### src/rtl/conv3_pkg.sv
package conv3_pkg;
  localparam int NTAP = 9;
  localparam int KDIM = 3;
endpackage

### src/rtl/conv3_coef_regs.sv
module conv3_coef_regs
  import conv3_pkg::*;
#(
  parameter int COEF_W = 8,
  parameter int SH_W   = 5,
  parameter int IDX_W  = 4
) (
  input  logic                     clk,
  input  logic                     rst_n,
  input  logic                     en,
  input  logic                     wr_en,
  input  logic [IDX_W-1:0]         wr_idx,
  input  logic [COEF_W-1:0]        wr_data,
  output logic [NTAP*COEF_W-1:0]   coef_flat,
  output logic [SH_W-1:0]          shift
);
  logic wr_ok;
  assign wr_ok = wr_en && !en;

  for (genvar i = 0; i < NTAP; i++) begin : g_tap
    logic [COEF_W-1:0] tap_q;
    always_ff @(posedge clk) begin
      if (!rst_n)                                        tap_q <= '0;
      else if (wr_ok && wr_idx == IDX_W'(i))             tap_q <= wr_data;
    end
    assign coef_flat[i*COEF_W +: COEF_W] = tap_q;
  end

  always_ff @(posedge clk) begin
    if (!rst_n)                                          shift <= '0;
    else if (wr_ok && wr_idx == IDX_W'(NTAP))            shift <= wr_data[SH_W-1:0];
  end

  // an enabled cycle never changes the kernel
  a_r3_kernel_frozen: assert property (@(posedge clk) disable iff (!rst_n)
    $past(en) |-> ($stable(coef_flat) && $stable(shift)));
endmodule

### src/rtl/conv3_window.sv
module conv3_window
  import conv3_pkg::*;
#(
  parameter int PIX_W  = 8,
  parameter int LINE_W = 16
) (
  input  logic                    clk,
  input  logic                    rst_n,
  input  logic                    adv,
  input  logic [PIX_W-1:0]        pix,
  input  logic                    sof,
  input  logic                    sol,
  output logic [NTAP*PIX_W-1:0]   win_flat,
  output logic                    border
);
  localparam int CW = (LINE_W > 1) ? $clog2(LINE_W) : 1;

  logic [PIX_W-1:0] lb_near [LINE_W];
  logic [PIX_W-1:0] lb_far  [LINE_W];
  logic [PIX_W-1:0] col0 [KDIM];
  logic [PIX_W-1:0] col1 [KDIM];
  logic [PIX_W-1:0] col2 [KDIM];
  logic [CW-1:0]    col_q, cur_x;
  logic [1:0]       row_q, cur_y;

  always_comb begin
    cur_x = (sol || sof) ? '0 : col_q;
    if (sof)      cur_y = 2'd0;
    else if (sol) cur_y = (row_q == 2'd2) ? 2'd2 : row_q + 2'd1;
    else          cur_y = row_q;
  end

  assign col0[0] = lb_far[cur_x];
  assign col0[1] = lb_near[cur_x];
  assign col0[2] = pix;
  assign border  = (cur_y < 2'd2) || (cur_x < CW'(2));

  for (genvar r = 0; r < KDIM; r++) begin : g_row
    assign win_flat[(KDIM*r+0)*PIX_W +: PIX_W] = col2[r];
    assign win_flat[(KDIM*r+1)*PIX_W +: PIX_W] = col1[r];
    assign win_flat[(KDIM*r+2)*PIX_W +: PIX_W] = col0[r];
  end

  always_ff @(posedge clk) begin
    if (adv) begin
      lb_near[cur_x] <= pix;
      lb_far[cur_x]  <= lb_near[cur_x];
    end
  end

  always_ff @(posedge clk) begin
    if (!rst_n) begin
      col_q <= '0;
      row_q <= '0;
      for (int r = 0; r < KDIM; r++) begin
        col1[r] <= '0;
        col2[r] <= '0;
      end
    end else if (adv) begin
      col_q <= (cur_x == CW'(LINE_W-1)) ? '0 : cur_x + CW'(1);
      row_q <= cur_y;
      for (int r = 0; r < KDIM; r++) begin
        col1[r] <= col0[r];
        col2[r] <= col1[r];
      end
    end
  end

  // frame start restarts the line count
  a_r7_row_restart: assert property (@(posedge clk) disable iff (!rst_n)
    (adv && sof) |=> (row_q == 2'd0));
  // line start restarts the column count
  a_r10_col_restart: assert property (@(posedge clk) disable iff (!rst_n)
    (adv && (sol || sof)) |=> (col_q == CW'(1)));
endmodule

### src/rtl/conv3_mac.sv
module conv3_mac
  import conv3_pkg::*;
#(
  parameter int PIX_W  = 8,
  parameter int COEF_W = 8,
  parameter int SH_W   = 5
) (
  input  logic [NTAP*PIX_W-1:0]   win_flat,
  input  logic [NTAP*COEF_W-1:0]  coef_flat,
  input  logic [SH_W-1:0]         shift,
  output logic [PIX_W-1:0]        res
);
  localparam int ACC_W = PIX_W + COEF_W + 5;
  localparam logic signed [ACC_W-1:0] MAXV = ACC_W'((1 << PIX_W) - 1);

  logic signed [ACC_W-1:0] prod [NTAP];
  logic signed [ACC_W-1:0] sum, scaled;

  for (genvar k = 0; k < NTAP; k++) begin : g_mul
    logic signed [PIX_W:0]    px;
    logic signed [COEF_W-1:0] cf;
    assign px = $signed({1'b0, win_flat[k*PIX_W +: PIX_W]});
    assign cf = $signed(coef_flat[k*COEF_W +: COEF_W]);
    assign prod[k] = ACC_W'(px) * ACC_W'(cf);
  end

  always_comb begin
    sum = '0;
    for (int k = 0; k < NTAP; k++) sum = sum + prod[k];
    scaled = sum >>> shift;
    if (scaled < 0)         res = '0;
    else if (scaled > MAXV) res = MAXV[PIX_W-1:0];
    else                    res = scaled[PIX_W-1:0];
  end
endmodule

### src/rtl/conv3x3_stream.sv
module conv3x3_stream
  import conv3_pkg::*;
#(
  parameter int PIX_W  = 8,
  parameter int COEF_W = 8,
  parameter int SH_W   = 5,
  parameter int LINE_W = 16,
  parameter int IDX_W  = 4
) (
  input  logic              clk,
  input  logic              rst_n,
  input  logic              en,
  input  logic              cw_en,
  input  logic [IDX_W-1:0]  cw_idx,
  input  logic [COEF_W-1:0] cw_data,
  input  logic              s_valid,
  output logic              s_ready,
  input  logic [PIX_W-1:0]  s_data,
  input  logic              s_sof,
  input  logic              s_sol,
  output logic              m_valid,
  input  logic              m_ready,
  output logic [PIX_W-1:0]  m_data,
  output logic              m_sof,
  output logic              m_sol
);
  logic [NTAP*COEF_W-1:0] coef_flat;
  logic [NTAP*PIX_W-1:0]  win_flat;
  logic [SH_W-1:0]        shift;
  logic [PIX_W-1:0]       mac_res, o_data;
  logic                   border, s_fire, adv;
  logic                   o_valid, o_sof, o_sol;

  assign s_ready = en ? (!o_valid || m_ready) : (!o_valid && m_ready);
  assign s_fire  = s_valid && s_ready;
  assign adv     = s_fire && en;

  conv3_coef_regs #(.COEF_W(COEF_W), .SH_W(SH_W), .IDX_W(IDX_W)) u_coef (
    .clk(clk), .rst_n(rst_n), .en(en), .wr_en(cw_en), .wr_idx(cw_idx),
    .wr_data(cw_data), .coef_flat(coef_flat), .shift(shift));

  conv3_window #(.PIX_W(PIX_W), .LINE_W(LINE_W)) u_win (
    .clk(clk), .rst_n(rst_n), .adv(adv), .pix(s_data), .sof(s_sof),
    .sol(s_sol), .win_flat(win_flat), .border(border));

  conv3_mac #(.PIX_W(PIX_W), .COEF_W(COEF_W), .SH_W(SH_W)) u_mac (
    .win_flat(win_flat), .coef_flat(coef_flat), .shift(shift), .res(mac_res));

  always_ff @(posedge clk) begin
    if (!rst_n) begin
      o_valid <= 1'b0;
      o_data  <= '0;
      o_sof   <= 1'b0;
      o_sol   <= 1'b0;
    end else if (adv) begin
      o_valid <= 1'b1;
      o_data  <= border ? '0 : mac_res;
      o_sof   <= s_sof;
      o_sol   <= s_sol;
    end else if (m_ready) begin
      o_valid <= 1'b0;
    end
  end

  assign m_valid = o_valid || (!en && s_valid);
  assign m_data  = o_valid ? o_data : s_data;
  assign m_sof   = o_valid ? o_sof  : s_sof;
  assign m_sol   = o_valid ? o_sol  : s_sol;

  // a stalled output holds
  a_r9_hold: assert property (@(posedge clk) disable iff (!rst_n)
    (o_valid && !m_ready) |=> (o_valid && $stable(o_data) && $stable(o_sof) && $stable(o_sol)));
  // every accepted pixel yields an output on the next cycle
  a_r6_one_out: assert property (@(posedge clk) disable iff (!rst_n)
    adv |=> m_valid);
  // border positions leave as zero
  a_r5_border_zero: assert property (@(posedge clk) disable iff (!rst_n)
    (adv && border) |=> (m_data == '0));
endmodule

### config.mk
export PLATFORM = sky130hd
export DESIGN_NAME = conv3x3_stream
export DESIGN_NICKNAME = d
export VERILOG_FILES = /design/src/rtl/conv3_pkg.sv /design/src/rtl/conv3_coef_regs.sv /design/src/rtl/conv3_window.sv /design/src/rtl/conv3_mac.sv /design/src/rtl/conv3x3_stream.sv
export SDC_FILE = /design/constraint.sdc
export NUM_CORES = 2
export LEC_CHECK = 0
export ABC_AREA = 1
export BUFFER_PORTS_ARGS = -buffer_cell sky130_fd_sc_hd__buf_2
export CAP_MARGIN = 10
export CORE_ASPECT_RATIO = 2
export CORE_MARGIN = 5
export CORE_UTILIZATION = 55
export CTS_CLUSTER_SIZE = 40
export DETAILED_ROUTE_END_ITERATION = 8
export PLACE_DENSITY = 0.82
export SYNTH_ARGS = -nofsm -noshare
export SYNTH_HDL_FRONTEND = slang
export SYNTH_HIERARCHICAL = 1
export SYNTH_SLANG_ARGS = --single-unit
### constraint.sdc
create_clock -name clk -period 12.7 [get_ports clk]
set_input_delay 0.635 -clock clk [delete_from_list [all_inputs] [get_ports clk]]
set_output_delay 0.635 -clock clk [all_outputs]
set_load 0.05 [all_outputs]
==> run metrics <==
status finished, final reports clean; leading area contributor after synthesis fa_1; Final HPWL DP between 90,000 and 100,000 microns; row count about 140; CP startpoint kind flop; die area 0.0814 sq mm; vias in the first global route ~34,000; switching share of power 30.1%; Worst VDD drop 147 uV; nets about 6,000; Syn Inst Count between 5,000 and 6,000; Num CTS Buffers 38; Die H 399 microns; Final Hold Vio Count 0; Lkg Pwr between 20 and 25 nW; critical path type flop to flop; register share of total power 44.7%; Crit. End Element flop; GRT Residual Overflow 0; # IOs 40; Final Slew Violations 0; first drt pass iteration count 7; maximum fanout along the worst path 9; CP Data Required Time approximately 13 ns; Remaining DRCs 0; CP most frequent cell nand2_1; port buffer count 39; clock power share between 30% and 40%; worst clock skew about 0.05 ns; CORE AREA 0.0750 sq mm; Top FF cell, synth edfxtp_1; Initial Util between 50 and 60%; post-synth top area share 27.0%; Final setup viols 0; Syn Nets 5,949; Final Instance Area about 0.044 sq mm; Slew @ Worst Pin 1.18 ns; cts repair resizes 0; Top delay family on crit path adder cells; Sw Pwr 0.000990 W; routability cong. approximately 1.1; CTS root buf clkbuf_16; RSZ-0062 raised after global routing no; gr usage total between 30 and 40%; CTS tree done; Post-synth ARST share 0%; pwr/cell area around 75 mW/mm^2; largest net degree at the start of global routing 87; Layout area overhead 5.17%; Clock Sinks 398; fmax between 80 and 90 MHz; die width a little over 200 microns; Hold Buf Count CTS 0; Max Cap Violations 0; Mapped Avg Cell Area 8.23 sq um; Netlist Area Pre-Place 0.0415 sq mm; largest cells by area after synthesis fa_1, edfxtp_1, inv_1; CTS H-tree lvls 2; slowest stage delay, CP roughly 0.67 ns; Synth Register Bits between 300 and 400; Via Count 32,000; first-pass GRT wire length approximately 190,000 microns; fin util 58.2%; most common cell after layout, fill and taps aside inv_1; Gate power share between 10% and 20%; total wire length between 100,000 and 150,000 microns; Synthesis Warnings 6; clock slew at reported path FFs about 0.07 ns; post-synthesis cell type count 40; Placed Cells incl. Taps slightly below 6,000; hold slack ~0.28 ns; Placed Instance Area ~0.042 sq mm; number of synthesized flops with an enable pin between 300 and 400; crit path DAT about 12 ns; Hold Path Class primary input to flop; part of the cycle the worst path needs between 80 and 90%; post-route setup TNS 0 ns; Via density ~5.4; Filler Cells Inserted 6,494; layout cells sized above 1 about 4.5%; number of buffers and inverters on the critical path 9; most frequent cells in the layout inv_1, nand2_1, fa_1; Routed Antenna Nets 0; Final Critical Period about 11 ns; Max Root-Sink Buffers 3; Critical Path Slowest Stage Cell fa_1; Seq/Total Area, Yosys 26.5%; clk_lat worst skew 0.60 ns; non-filler cells, final 5,968; drt first-iter violations ~2,700; slew margin rel. between 20% and 30%; initial antenna violation count 3; Int Pwr approximately 0.0023 W; postcts setup bufs 0; DR WL/cell 21.1 microns
final cells by class:
type                            instances  area (sq um)  share of cell area [%]
Timing Repair Buffer                   85           556                    1.27
Tap cell                             1008          1260                    2.89
Multi-Input combinational cell       3012         24300                    55.6
Inverter                             1393          5230                    12.0
Clock buffer                           42           966                    2.21
Clock inverter                         27           363                   0.831
Antenna cell                            3          7.51                  0.0172
Sequential cell                       398         11000                    25.2
per-layer routing:
layer	GRT usage (%)	wire length [microns]
met2	56.2	64300
met4	29.8	16000
met5	0	13
met1	29.5	37400
met3	5.20	8110
cells in the mapped netlist (10+ instances only):
| master | instances |
|---|---|
| clkinv_1 | 12 |
| nand2_2 | 10 |
| clkbuf_1 | 165 |
| nand2_1 | 1323 |
| nand3_2 | 10 |
| ha_1 | 315 |
| buf_2 | 56 |
| nor2_1 | 296 |
| inv_2 | 24 |
| buf_4 | 11 |
| nand3b_1 | 50 |
| dfxtp_1 | 94 |
| edfxtp_1 | 304 |
| fa_1 | 561 |
| a21oi_1 | 23 |
| xor2_1 | 14 |
| nand3_1 | 314 |
| a31oi_1 | 10 |
| inv_1 | 1356 |
| o21ai_0 | 22 |
power by group through the flow:
stage / clock network (W) / logic, W / registers, W
final: 0.00125 / 0.000564 / 0.00147
after global routing: 0.00131 / 0.000616 / 0.00147
after CTS: 0.00127 / 0.000560 / 0.00147
after detailed placement: 0 / 0.000555 / 0.00150
after global placement: 0 / 0.000548 / 0.00150
after floorplan: 0 / 0.000393 / 0.00145
flip-flops by register name, summed over array words and instances (netlist names), 4 cells and up:
name / cells
u_win/col_q: 4
u_win/lb_near: 128
u_win/col1: 24
o_data: 8
u_coef/shift: 5
u_win/lb_far: 128
u_coef/g_tap.tap_q: 72
u_win/col2: 24
final timing paths:
path / slack (ns) / endpoint / cells after the start / from
max: 1.51 / o_data[3] / 47 / u_win/col1[0][16]
min: 0.28 / u_coef/g_tap[0].tap_q[6] / 3 / cw_data[6]
max reg2reg: 1.51 / o_data[3] / 47 / u_win/col1[0][16]
min reg2reg: 0.49 / u_win/row_q[0] / 2 / u_win/row_q[0]
worst reg2reg max path, delay by kind of cell, from the launching register on:
kind	cells	cell delay, ns
fa+ha+maj	15	6.86
simple gates	19	1.98
compound gates	3	0.69
flops	1	0.62
buf+inv	9	0.57
xor+xnor	1	0.41
kinds of logic (layout without fill, tap and decap cells):
group                      Yosys count  after routing  share of synthesized area (%)
and+or+nand+nor                   2037           2037                           20.3
buffers and inverters             1635           1547                           15.1
adders and majority gates          876            876                           36.5
DFF                                398            398                           26.5
AOI/OAI and AO/OA                   75             75                           1.04
xor gates and xnor gates            23             23                          0.485
muxes                                1              1                         0.0241
other                                0              3                              0
metrics by stage:
stage,power [W],setup slack [ns]
floorplan,0.00185,3.00
global placement,0.00205,1.55
detailed placement,0.00205,1.34
CTS,0.00330,1.63
global route,0.00340,0.946
finish,0.00329,1.51
Note: power is estimated with default switching activity, not from simulation.
